## src/rtl/recfg_pkg.sv

```systemverilog
package recfg_pkg;
  localparam logic [7:0] A_CHAN = 8'h38;
  localparam logic [7:0] A_CSR  = 8'h3A;
  localparam logic [7:0] A_OFFS = 8'h3B;
  localparam logic [7:0] A_DATA = 8'h3C;

  localparam int CSR_START = 0;
  localparam int CSR_MODE_LO = 2;
  localparam int CSR_BUSY = 8;
  localparam int CSR_ERR = 9;

  localparam int OFFS_W = 12;
  localparam int REC_W  = 16;
  localparam int REC_OFF_LO = 16;

  localparam logic [31:0] END_WORD   = 32'hFFFF_FFFF;
  localparam logic [31:0] LAUNCH_CMD = 32'h3;

  typedef enum logic [1:0] {
    MODE_STREAM = 2'b00,
    MODE_DIRECT = 2'b01,
    MODE_RSV2   = 2'b10,
    MODE_RSV3   = 2'b11
  } mode_t;

  typedef enum logic [2:0] {
    ST_IDLE,
    ST_ACK,
    ST_MREQ,
    ST_MDATA,
    ST_FIN
  } eng_st_t;
endpackage

```

## src/rtl/recfg_regs.sv

```systemverilog
module recfg_regs
  import recfg_pkg::*;
#(
  parameter int ADDR_W   = 8,
  parameter int CH_REG_W = 8
) (
  input  logic                clk,
  input  logic                rst,
  input  logic                bus_wr,
  input  logic                bus_rd,
  input  logic [ADDR_W-1:0]   bus_addr,
  input  logic [31:0]         bus_wdata,
  output logic [31:0]         bus_rdata,
  input  logic                busy,
  input  logic                err,
  output logic [CH_REG_W-1:0] chan_q,
  output logic [OFFS_W-1:0]   offs_q,
  output logic [31:0]         data_q,
  output logic                go,
  output mode_t               go_mode
);
  mode_t mode_q;
  logic  wr_ok;

  assign wr_ok   = bus_wr && !busy;
  assign go      = wr_ok && (bus_addr == ADDR_W'(A_CSR)) && bus_wdata[CSR_START];
  assign go_mode = mode_t'(bus_wdata[CSR_MODE_LO +: 2]);

  always_ff @(posedge clk) begin
    if (rst) begin
      chan_q <= '0;
      offs_q <= '0;
      data_q <= '0;
      mode_q <= MODE_STREAM;
    end else if (wr_ok) begin
      case (bus_addr)
        ADDR_W'(A_CHAN): chan_q <= bus_wdata[CH_REG_W-1:0];
        ADDR_W'(A_CSR):  mode_q <= mode_t'(bus_wdata[CSR_MODE_LO +: 2]);
        ADDR_W'(A_OFFS): offs_q <= bus_wdata[OFFS_W-1:0];
        ADDR_W'(A_DATA): data_q <= bus_wdata;
        default: ;
      endcase
    end
  end

  logic [31:0] csr_view;
  always_comb begin
    csr_view = '0;
    csr_view[CSR_MODE_LO +: 2] = mode_q;
    csr_view[CSR_BUSY] = busy;
    csr_view[CSR_ERR]  = err;
  end

  always_ff @(posedge clk) begin
    if (rst) begin
      bus_rdata <= '0;
    end else if (bus_rd) begin
      case (bus_addr)
        ADDR_W'(A_CHAN): bus_rdata <= 32'(chan_q);
        ADDR_W'(A_CSR):  bus_rdata <= csr_view;
        ADDR_W'(A_OFFS): bus_rdata <= 32'(offs_q);
        ADDR_W'(A_DATA): bus_rdata <= data_q;
        default:         bus_rdata <= '0;
      endcase
    end
  end

  assert_hold_while_busy_R8: assert property (@(posedge clk) disable iff (rst)
    busy |=> ($stable(chan_q) && $stable(offs_q) && $stable(data_q) && $stable(mode_q)));
endmodule

```

## src/rtl/recfg_engine.sv

```systemverilog
module recfg_engine
  import recfg_pkg::*;
#(
  parameter int NUM_CH   = 4,
  parameter int CH_REG_W = 8,
  parameter int MAW      = 10
) (
  input  logic                clk,
  input  logic                rst,
  input  logic                go,
  input  mode_t               go_mode,
  input  logic [CH_REG_W-1:0] chan_q,
  input  logic [OFFS_W-1:0]   offs_q,
  input  logic [31:0]         data_q,
  output logic                busy,
  output logic                err,
  output logic                send,
  output logic [OFFS_W-1:0]   snd_off,
  output logic [REC_W-1:0]    snd_data,
  input  logic                port_pending,
  input  logic                port_done,
  output logic                mem_rd,
  output logic [MAW-1:0]      mem_addr,
  input  logic [31:0]         mem_rdata
);
  eng_st_t        st;
  logic [MAW-1:0] base_q;
  logic [MAW-1:0] ptr_q;
  logic           streaming;
  logic           chan_bad;

  assign chan_bad = (chan_q >= CH_REG_W'(NUM_CH));
  assign busy     = (st != ST_IDLE);

  always_ff @(posedge clk) begin
    if (rst) begin
      st        <= ST_IDLE;
      err       <= 1'b0;
      base_q    <= '0;
      ptr_q     <= '0;
      streaming <= 1'b0;
      send      <= 1'b0;
      snd_off   <= '0;
      snd_data  <= '0;
      mem_rd    <= 1'b0;
      mem_addr  <= '0;
    end else begin
      send   <= 1'b0;
      mem_rd <= 1'b0;
      case (st)
        ST_IDLE: if (go) begin
          if (chan_bad) begin
            err <= 1'b1;
            st  <= ST_FIN;
          end else begin
            err <= 1'b0;
            case (go_mode)
              MODE_DIRECT: begin
                send      <= 1'b1;
                snd_off   <= offs_q;
                snd_data  <= data_q[REC_W-1:0];
                streaming <= 1'b0;
                st        <= ST_ACK;
              end
              MODE_STREAM: begin
                if (offs_q == '0) begin
                  base_q <= data_q[MAW-1:0];
                  st     <= ST_FIN;
                end else if (offs_q == OFFS_W'(1) && data_q == LAUNCH_CMD) begin
                  mem_rd    <= 1'b1;
                  mem_addr  <= base_q;
                  ptr_q     <= base_q + MAW'(1);
                  streaming <= 1'b1;
                  st        <= ST_MREQ;
                end else begin
                  st <= ST_FIN;
                end
              end
              default: st <= ST_FIN;
            endcase
          end
        end
        ST_MREQ: st <= ST_MDATA;
        ST_MDATA: begin
          if (mem_rdata == END_WORD) begin
            st <= ST_FIN;
          end else begin
            send     <= 1'b1;
            snd_off  <= mem_rdata[REC_OFF_LO +: OFFS_W];
            snd_data <= mem_rdata[REC_W-1:0];
            st       <= ST_ACK;
          end
        end
        ST_ACK: if (port_done) begin
          if (streaming) begin
            mem_rd   <= 1'b1;
            mem_addr <= ptr_q;
            ptr_q    <= ptr_q + MAW'(1);
            st       <= ST_MREQ;
          end else begin
            st <= ST_FIN;
          end
        end
        ST_FIN:  st <= ST_IDLE;
        default: st <= ST_IDLE;
      endcase
    end
  end

  assert_busy_on_start_R3: assert property (@(posedge clk) disable iff (rst)
    go |=> busy);
  assert_bad_chan_no_write_R9: assert property (@(posedge clk) disable iff (rst)
    (go && chan_bad) |=> (err && !send));
  assert_fetch_after_ack_R7: assert property (@(posedge clk) disable iff (rst)
    mem_rd |-> !port_pending);
endmodule

```

## src/rtl/recfg_chan_port.sv

```systemverilog
module recfg_chan_port
  import recfg_pkg::*;
#(
  parameter int NUM_CH   = 4,
  parameter int CH_REG_W = 8,
  localparam int CSW     = (NUM_CH > 1) ? $clog2(NUM_CH) : 1
) (
  input  logic                clk,
  input  logic                rst,
  input  logic                send,
  input  logic [CH_REG_W-1:0] chan_in,
  input  logic [OFFS_W-1:0]   off_in,
  input  logic [REC_W-1:0]    data_in,
  output logic                ch_stb,
  output logic [CSW-1:0]      ch_sel,
  output logic [OFFS_W-1:0]   ch_offset,
  output logic [REC_W-1:0]    ch_data,
  input  logic                ch_ack,
  output logic                pending,
  output logic                done
);
  assign done = pending && ch_ack;

  always_ff @(posedge clk) begin
    if (rst) begin
      ch_stb    <= 1'b0;
      ch_sel    <= '0;
      ch_offset <= '0;
      ch_data   <= '0;
      pending   <= 1'b0;
    end else begin
      ch_stb <= send;
      if (send) begin
        ch_sel    <= chan_in[CSW-1:0];
        ch_offset <= off_in;
        ch_data   <= data_in;
        pending   <= 1'b1;
      end else if (done) begin
        pending <= 1'b0;
      end
    end
  end

  assert_stb_single_pulse_R11: assert property (@(posedge clk) disable iff (rst)
    ch_stb |=> !ch_stb);
  assert_one_outstanding_R7: assert property (@(posedge clk) disable iff (rst)
    send |-> !pending);
endmodule

```

## src/rtl/recfg_streamer.sv

```systemverilog
module recfg_streamer
  import recfg_pkg::*;
#(
  parameter int NUM_CH   = 4,
  parameter int CH_REG_W = 8,
  parameter int ADDR_W   = 8,
  parameter int MAW      = 10,
  localparam int CSW     = (NUM_CH > 1) ? $clog2(NUM_CH) : 1
) (
  input  logic              clk,
  input  logic              rst,
  input  logic              bus_wr,
  input  logic              bus_rd,
  input  logic [ADDR_W-1:0] bus_addr,
  input  logic [31:0]       bus_wdata,
  output logic [31:0]       bus_rdata,
  output logic              mem_rd,
  output logic [MAW-1:0]    mem_addr,
  input  logic [31:0]       mem_rdata,
  output logic              ch_stb,
  output logic [CSW-1:0]    ch_sel,
  output logic [11:0]       ch_offset,
  output logic [15:0]       ch_data,
  input  logic              ch_ack
);
  logic [CH_REG_W-1:0] chan_q;
  logic [OFFS_W-1:0]   offs_q;
  logic [31:0]         data_q;
  logic                go, busy, err;
  mode_t               go_mode;
  logic                send, pending, done;
  logic [OFFS_W-1:0]   snd_off;
  logic [REC_W-1:0]    snd_data;

  recfg_regs #(.ADDR_W(ADDR_W), .CH_REG_W(CH_REG_W)) u_regs (
    .clk(clk), .rst(rst), .bus_wr(bus_wr), .bus_rd(bus_rd),
    .bus_addr(bus_addr), .bus_wdata(bus_wdata), .bus_rdata(bus_rdata),
    .busy(busy), .err(err), .chan_q(chan_q), .offs_q(offs_q),
    .data_q(data_q), .go(go), .go_mode(go_mode)
  );

  recfg_engine #(.NUM_CH(NUM_CH), .CH_REG_W(CH_REG_W), .MAW(MAW)) u_engine (
    .clk(clk), .rst(rst), .go(go), .go_mode(go_mode), .chan_q(chan_q),
    .offs_q(offs_q), .data_q(data_q), .busy(busy), .err(err),
    .send(send), .snd_off(snd_off), .snd_data(snd_data),
    .port_pending(pending), .port_done(done),
    .mem_rd(mem_rd), .mem_addr(mem_addr), .mem_rdata(mem_rdata)
  );

  recfg_chan_port #(.NUM_CH(NUM_CH), .CH_REG_W(CH_REG_W)) u_port (
    .clk(clk), .rst(rst), .send(send), .chan_in(chan_q),
    .off_in(snd_off), .data_in(snd_data),
    .ch_stb(ch_stb), .ch_sel(ch_sel), .ch_offset(ch_offset),
    .ch_data(ch_data), .ch_ack(ch_ack), .pending(pending), .done(done)
  );
endmodule

```

## config.mk

```make
export PLATFORM = sky130hd
export DESIGN_NAME = recfg_streamer
export DESIGN_NICKNAME = d
export VERILOG_FILES = /design/src/rtl/recfg_pkg.sv /design/src/rtl/recfg_regs.sv /design/src/rtl/recfg_engine.sv /design/src/rtl/recfg_chan_port.sv /design/src/rtl/recfg_streamer.sv
export SDC_FILE = /design/constraint.sdc
export NUM_CORES = 1
export LEC_CHECK = 0
export BUFFER_PORTS_ARGS = -buffer_cell sky130_fd_sc_hd__buf_2
export CAP_MARGIN = 20
export CORE_MARGIN = 3
export CORE_UTILIZATION = 40
export DETAILED_ROUTE_END_ITERATION = 8
export GPL_TIMING_DRIVEN = 0
export HOLD_SLACK_MARGIN = 0.1
export SETUP_SLACK_MARGIN = 0.15
export SYNTH_ARGS = -nofsm -noshare
export SYNTH_HDL_FRONTEND = slang
export SYNTH_SLANG_ARGS = --single-unit
export TNS_END_PERCENT = 10
```

## constraint.sdc

```tcl
create_clock -name clk -period 3.25 [get_ports clk]
set_input_delay 0.975 -clock clk [delete_from_list [all_inputs] [get_ports clk]]
set_output_delay 0.975 -clock clk [all_outputs]
set_load 0.005 [all_outputs]
```

Word level (Yosys, flattened, before mapping)
Cells that the tools add are included.
{"block": "totals", "ff_bits": 183, "output_inout_bits": 74, "inputBits": 77}
{"block": "op_classes", "n_reduce_logical": 24, "add_sub_neg": 2, "muxes": 55, "n_bitwise": 1, "magnitude_cmp": 1, "n_eq_ne": 22}
{"cell": "$mux W10", "count": 14}
{"cell": "$pmux W32 S4", "count": 1}
{"cell": "$mux W16", "count": 4}
{"cell": "$mux W12", "count": 4}
{"cell": "$pmux W10 S2", "count": 2}
{"cell": "$eq A32 B2 Y1 const B", "count": 1}
{"cell": "$eq A32 B32 Y1 const B", "count": 1}
{"cell": "$eq A8 B6 Y1 const B", "count": 4}
{"cell": "$pmux W16 S2", "count": 1}
{"cell": "$pmux W12 S2", "count": 1}
{"cell": "$mux W3", "count": 7}
{"cell": "$add A10 B1 Y10 const B", "count": 2}
{"cell": "$mux W1", "count": 16}
{"cell": "$ne A2 B2 Y1 const B", "count": 8}
{"cell": "$eq A12 B1 Y1 const B", "count": 1}
{"cell": "$logic_not A12 Y1", "count": 1}
{"cell": "$pmux W3 S4", "count": 1}
{"cell": "$reduce_and A2 Y1", "count": 6}
{"cell": "$reduce_and A5 Y1", "count": 2}
{"cell": "$ge A8 B3 Y1 const B", "count": 1}
{"cell": "$reduce_and A8 Y1", "count": 1}
{"cell": "$reduce_bool A2 Y1", "count": 4}
{"cell": "$eq A3 B2 Y1 const B", "count": 2}
{"cell": "$ne A2 B1 Y1 const B", "count": 3}
{"cell": "11 further kinds", "count": 17}

Logic depth before layout (Yosys ltp)
{"block": "logic_depth", "word_depth": 8, "depth_mapped": 11, "depth_no_buf": 8}

Cells and area by module
A second synthesis with hierarchy kept.
{"block": "hier_totals", "cells_unflattened": 925, "hier_area_um2": 8029.0}
{"module": "recfg_engine", "n_inst": 1, "cells_per_inst": 420, "area_per_inst_um2": 3435.8}
{"module": "recfg_regs", "n_inst": 1, "cells_per_inst": 401, "area_per_inst_um2": 3430.8}
{"module": "recfg_chan_port", "n_inst": 1, "cells_per_inst": 104, "area_per_inst_um2": 1162.4}

Worst setup path before layout
Ideal clock, no wire load.
{"block": "synth_timing", "path_type": "input-to-reg", "from": "input port bus_addr[0]", "to": "register u_engine.ptr_q[3]", "path_stages": 8, "path_buffers": 2, "arrival_time_ns": 2.849, "setup_slack_ns": 0.330, "required_ns": 3.180, "cell_sequence": "clkbuf_1 > nand4b_1 > or4_4 > nor3_2 > and2_1 > buf_2 > mux2_2 > a21oi_1"}
{"block": "synth_between", "elab_chain_cells": 5}
{"element": "from (decl)", "line_no": "recfg_streamer.sv:14", "source": "input logic [ADDR_W-1:0] bus_addr,"}
{"element": "$eq A8 B6 Y1", "line_no": "recfg_regs.sv:26", "source": "assign go = wr_ok && (bus_addr == ADDR_W'(A_CSR)) && bus_wdata[CSR_START];"}
{"element": "$logic_and A1 B1 Y1 (2 in a row)", "line_no": "recfg_regs.sv:26"}
{"element": "$ne A2 B2 Y1 (no line)"}
{"element": "$reduce_and A8 Y1 (no line)"}
{"element": "to (signal assigned)", "line_no": "recfg_engine.sv:72", "source": "ptr_q <= base_q + MAW'(1);"}
{"element": "to (signal assigned)", "line_no": "recfg_engine.sv:98", "source": "ptr_q <= ptr_q + MAW'(1);"}
{"element": "to (decl)", "line_no": "recfg_engine.sv:28", "source": "logic [MAW-1:0] ptr_q;"}
Every way passes these cells.
A chain may end at the register's enable or synchronous reset.

Worst setup path after layout
{"block": "layout_timing", "from": "register u_engine.st[1]", "to": "register u_engine.ptr_q[8]"}
{"block": "layout_between", "elab_chain_cells": 7, "elab_cells_between_ends": 17}
{"element": "from (decl)", "line_no": "recfg_engine.sv:26", "source": "eng_st_t st;"}
{"element": "from (signal assigned)", "line_no": "recfg_engine.sv:37", "source": "st <= ST_IDLE;"}
{"element": "from (signal assigned)", "line_no": "recfg_engine.sv:54", "source": "st <= ST_FIN;"}
{"element": "from (signal assigned)", "line_no": "recfg_engine.sv:63", "source": "st <= ST_ACK;"}
{"element": "$reduce_bool A3 Y1", "line_no": "recfg_engine.sv:33", "source": "assign busy = (st != ST_IDLE);"}
{"element": "$logic_not A1 Y1", "line_no": "recfg_regs.sv:25", "source": "assign wr_ok = bus_wr && !busy;"}
{"element": "$logic_and A1 B1 Y1", "line_no": "recfg_regs.sv:25"}
{"element": "$logic_and A1 B1 Y1 (2 in a row)", "line_no": "recfg_regs.sv:26"}
{"element": "$ne A2 B2 Y1 (no line)"}
{"element": "$reduce_and A8 Y1 (no line)"}
Parallel ways exist; a longest one is shown, timed or not.

==> metrics.yaml <==
hold_path:
  min_path_cells: 2
  min_from: "u_regs.mode_q[0]"
  hold_end: "u_regs.mode_q[0]"
  worstHoldPathType: "register to register"
grt:
  first_global_vias: 6606
  grt_use_total_pct: 21.8
  antenna_found_initial: 2
  grt_pass1_wl_um: 36800
  grt_max_degree: 18
  overflow: 0
cts:
  cts_buffers: 17
  cts_root_buffer: "clkbuf_16"
  cts-htree-levels: 4
  cts_tree: "done"
  clock_latency_ns: 0.43
  post_cts_buffers: 0
  clkTransAtPathRegs_ns: 0.07
  clk_path_buf_depth: 2
  cts.sinks: 183
routing:
  wirelength_um: 23700
  drcViolationCount: 0
  antenna_left: 0
  vias: 7030
  wl_met2_um: 10400
  drt-vias-per-instance: 5.20
  highest_layer: "met5"
  avgRoutedWirePerCell_um: 17.5
  drt_iter0_markers: 482
  firstDrtPassIters: 5
  met3WireLength_um: 1550
  wl_met1_um: 11200
yosys:
  yosys_warnings: 0
  synth_cell_types: 54
  synth_top_cell_area_share_pct: 46.4
  synth_most_common_cell: "dfxtp_1"
  ys_async_sr_fraction_pct: 0
  yosys.area.top_type: "dfxtp_1"
  yosysSeqAreaShare_pct: 46.4
  avgSynthCellArea_um2: 8.65
  synthFlopType: "dfxtp_1"
  synth_cells: 914
  syn-num-nets: 992
  synth_commonest_cells: "dfxtp_1 (183), nor2_1 (133), nand2_1 (121)"
  ys_seq_elements: 183
  synthTopCellsByArea: "dfxtp_1 (46%), mux2i_1 (12%), nor2_1 (6.3%)"
  synth-edff-count: 0
  synthesis.area_mm2: 0.00790
setup_path:
  crit_type: "register to register"
  required_ns: 3.60
  worstPathMaxFanout: 10
  crit_chain: "clkbuf_2, nor3b_2, clkbuf_2, clkbuf_2, nand2_1, nand2_1, ha_1, o21a_1, nand2_1, or4_1, a31oi_1"
  r2r-end: "u_engine.ptr_q[8]"
  r2r-start: "u_engine.st[1]"
  cp_data_arrival_time_ns: 3.31
  r2r_cells: 11
  rrSetupSlack_ns: 0.29
  crit_slowest_cell: "or4_1"
  crit_path_max_incr_delay_ns: 0.54
  endpoint_kind: "register"
  cp-start-kind: "register"
timing:
  whs_ns: 0.458
  final_hold_viol_count: 0
  post-route-min-period_ns: 2.96
  max_slew_margin_pct: 44.5
  clock.fmax_mhz: 338
  report.final.slew_viol_count: 0
  fin_tns_setup_ns: 0
  finalCritPeriodShare_pct: 91.0
  final.setup.worst_slack_ns: 0.292
  worst_slew_pin_slew_ns: 0.832
  clock_skew_ns: 0.00742
  setup_viol: 0
  rsz0062_at_grt: "yes"
die:
  die_area_mm2: 0.0215
  initial_core_util_pct: 41.4
  die_width_um: 147
  coreArea_mm2: 0.0191
  floorplan.rows: 50
  io_pins: 151
  fp.dieH_um: 147
pwr:
  clockPowerShare_pct: 46.3
  irDropWorstVdd_mv: 0.356
  p_switching_mw: 1.06
  p_per_area_mw_per_mm2: 468
  swShare_pct: 23.8
  intPower_mw: 3.42
  p_leak_nw: 4.03
  power_frac_comb_pct: 3.7
  power_frac_seq_pct: 50.0
cells_and_area:
  drive_gt1_share_pct: 21.0
  final_cells: 1353
  syn2layout_area_growth_pct: 21.1
  fillCellCount: 1866
  diodes: 0
  stdcell_area_mm2: 0.00957
  fin_nets: 1158
placed_design:
  placedCellCount: 1321
  portBuffers: 147
  pre_cts_ws_ns: -0.191
  dp_hpwl_um: 17700
  gp_congestion: 0.899
  dpl_cell_area_mm2: 0.00896
run_status:
  status: "finished, final reports clean"
run:
  max_cap_viol_count: 0
[cell usage in the layout (no fill, tap or decap), drive strengths merged, types with 4 or more instances in the layout]
cell	instances
o211ai	4
a21oi	89
a211oi	8
clkbuf	66
nand2	121
nor4	11
nor2b	17
nand4	14
and3	5
o21ai	10
mux2	29
nand3	39
buf	161
inv	13
nor3	12
dfxtp	183
nor2	133
mux2i	94
o2bb2ai	7
a31oi	10
nand2b	23
[flip-flops by register name, summed over array words and instances (netlist names)]
register and cells:
u_engine.mem_rd 1, u_regs.data_q 32, u_engine.ptr_q 10, u_engine.snd_off 12
u_regs.offs_q 12, u_engine.send 1, u_port.ch_data 16, u_port.pending 1
u_port.ch_stb 1, u_port.ch_sel 2, u_engine.err 1, u_engine.streaming 1
u_port.ch_offset 12, u_engine.snd_data 16, u_regs.mode_q 2, u_engine.mem_addr 10
u_engine.base_q 10, u_engine.st 3, u_regs.bus_rdata 32, u_regs.chan_q 8
[repair_timing]
| action | CTS | global route |
|---|---|---|
| hold buffers | 0 | 0 |
| setup endpoints to repair | 11 | 23 |
| cloned | 0 | 0 |
| resized for setup | 3 | 6 |
[power groups by stage]
stage	logic [mW]	clock network, mW	registers (mW)
floorplan	0.0675	0	2.29
global placement	0.165	0	2.29
detailed placement	0.163	0	2.29
CTS	0.164	2.10	2.24
global route	0.178	2.20	2.24
finish	0.164	2.08	2.24
[layer usage]
layer | up-vias | GRT usage, %
li1 | 3509 | -
met1 | 3262 | 30.5
met2 | 217 | 33.2
met3 | 38 | 5.28
met4 | 4 | 6.68
met5 | - | 0
[metrics by stage]
stage          total power [mW]  utilization [%]
5_1_grt                    4.62             50.2
2_1_floorplan              2.36                -
3_3_place_gp               2.46             47.0
4_1_cts                    4.51             50.1
3_5_place_dp               2.46             47.0
6_report                   4.48             50.2
[kinds of logic after synthesis]
family          count (synthesis)  synth area share (%)
buf+inv                        67                  3.39
flops                         183                  46.4
compound gates                145                  10.8
mux                           123                  16.0
fa+ha+maj                       1                 0.158
simple gates                  394                  23.1
xor+xnor                        1                 0.111
[area by class of cell]
type	instances	area [um2]	share of cell area [%]
well taps	260	325	3.40
multi-input cells	664	3990	41.7
clock buffers	19	453	4.73
repair buffers	147	736	7.69
flip-flops and latches	183	3660	38.3
plain buffers	61	250	2.61
clock inverters	13	134	1.40
inverters	6	22.5	0.235
[how the worst max path moves through the flow]
stage / from / slack [ns] / cells past startpoint / endpoint
floorplan: bus_addr[0] / 0.33 / 8 / u_engine.ptr_q[3]
global route: u_engine.st[1] / 0.1 / 11 / u_engine.ptr_q[8]
finish: u_engine.st[1] / 0.29 / 11 / u_engine.ptr_q[8]
global placement: mem_rdata[2] / -0.24 / 9 / u_engine.snd_data[11]
detailed placement: mem_rdata[2] / -0.19 / 9 / u_engine.snd_data[8]
CTS: u_engine.st[1] / 0.13 / 11 / u_engine.ptr_q[8]
[worst max-delay path, delay by kind of cell, from the launching register on]
family	cells	cell delay [ns]
and+or+nand+nor	5	1.12
buffers and inverters	3	0.76
AOI/OAI and AO/OA	2	0.41
DFF	1	0.31
adders and majority gates	1	0.28
Note: power is estimated with default switching activity, not from simulation.
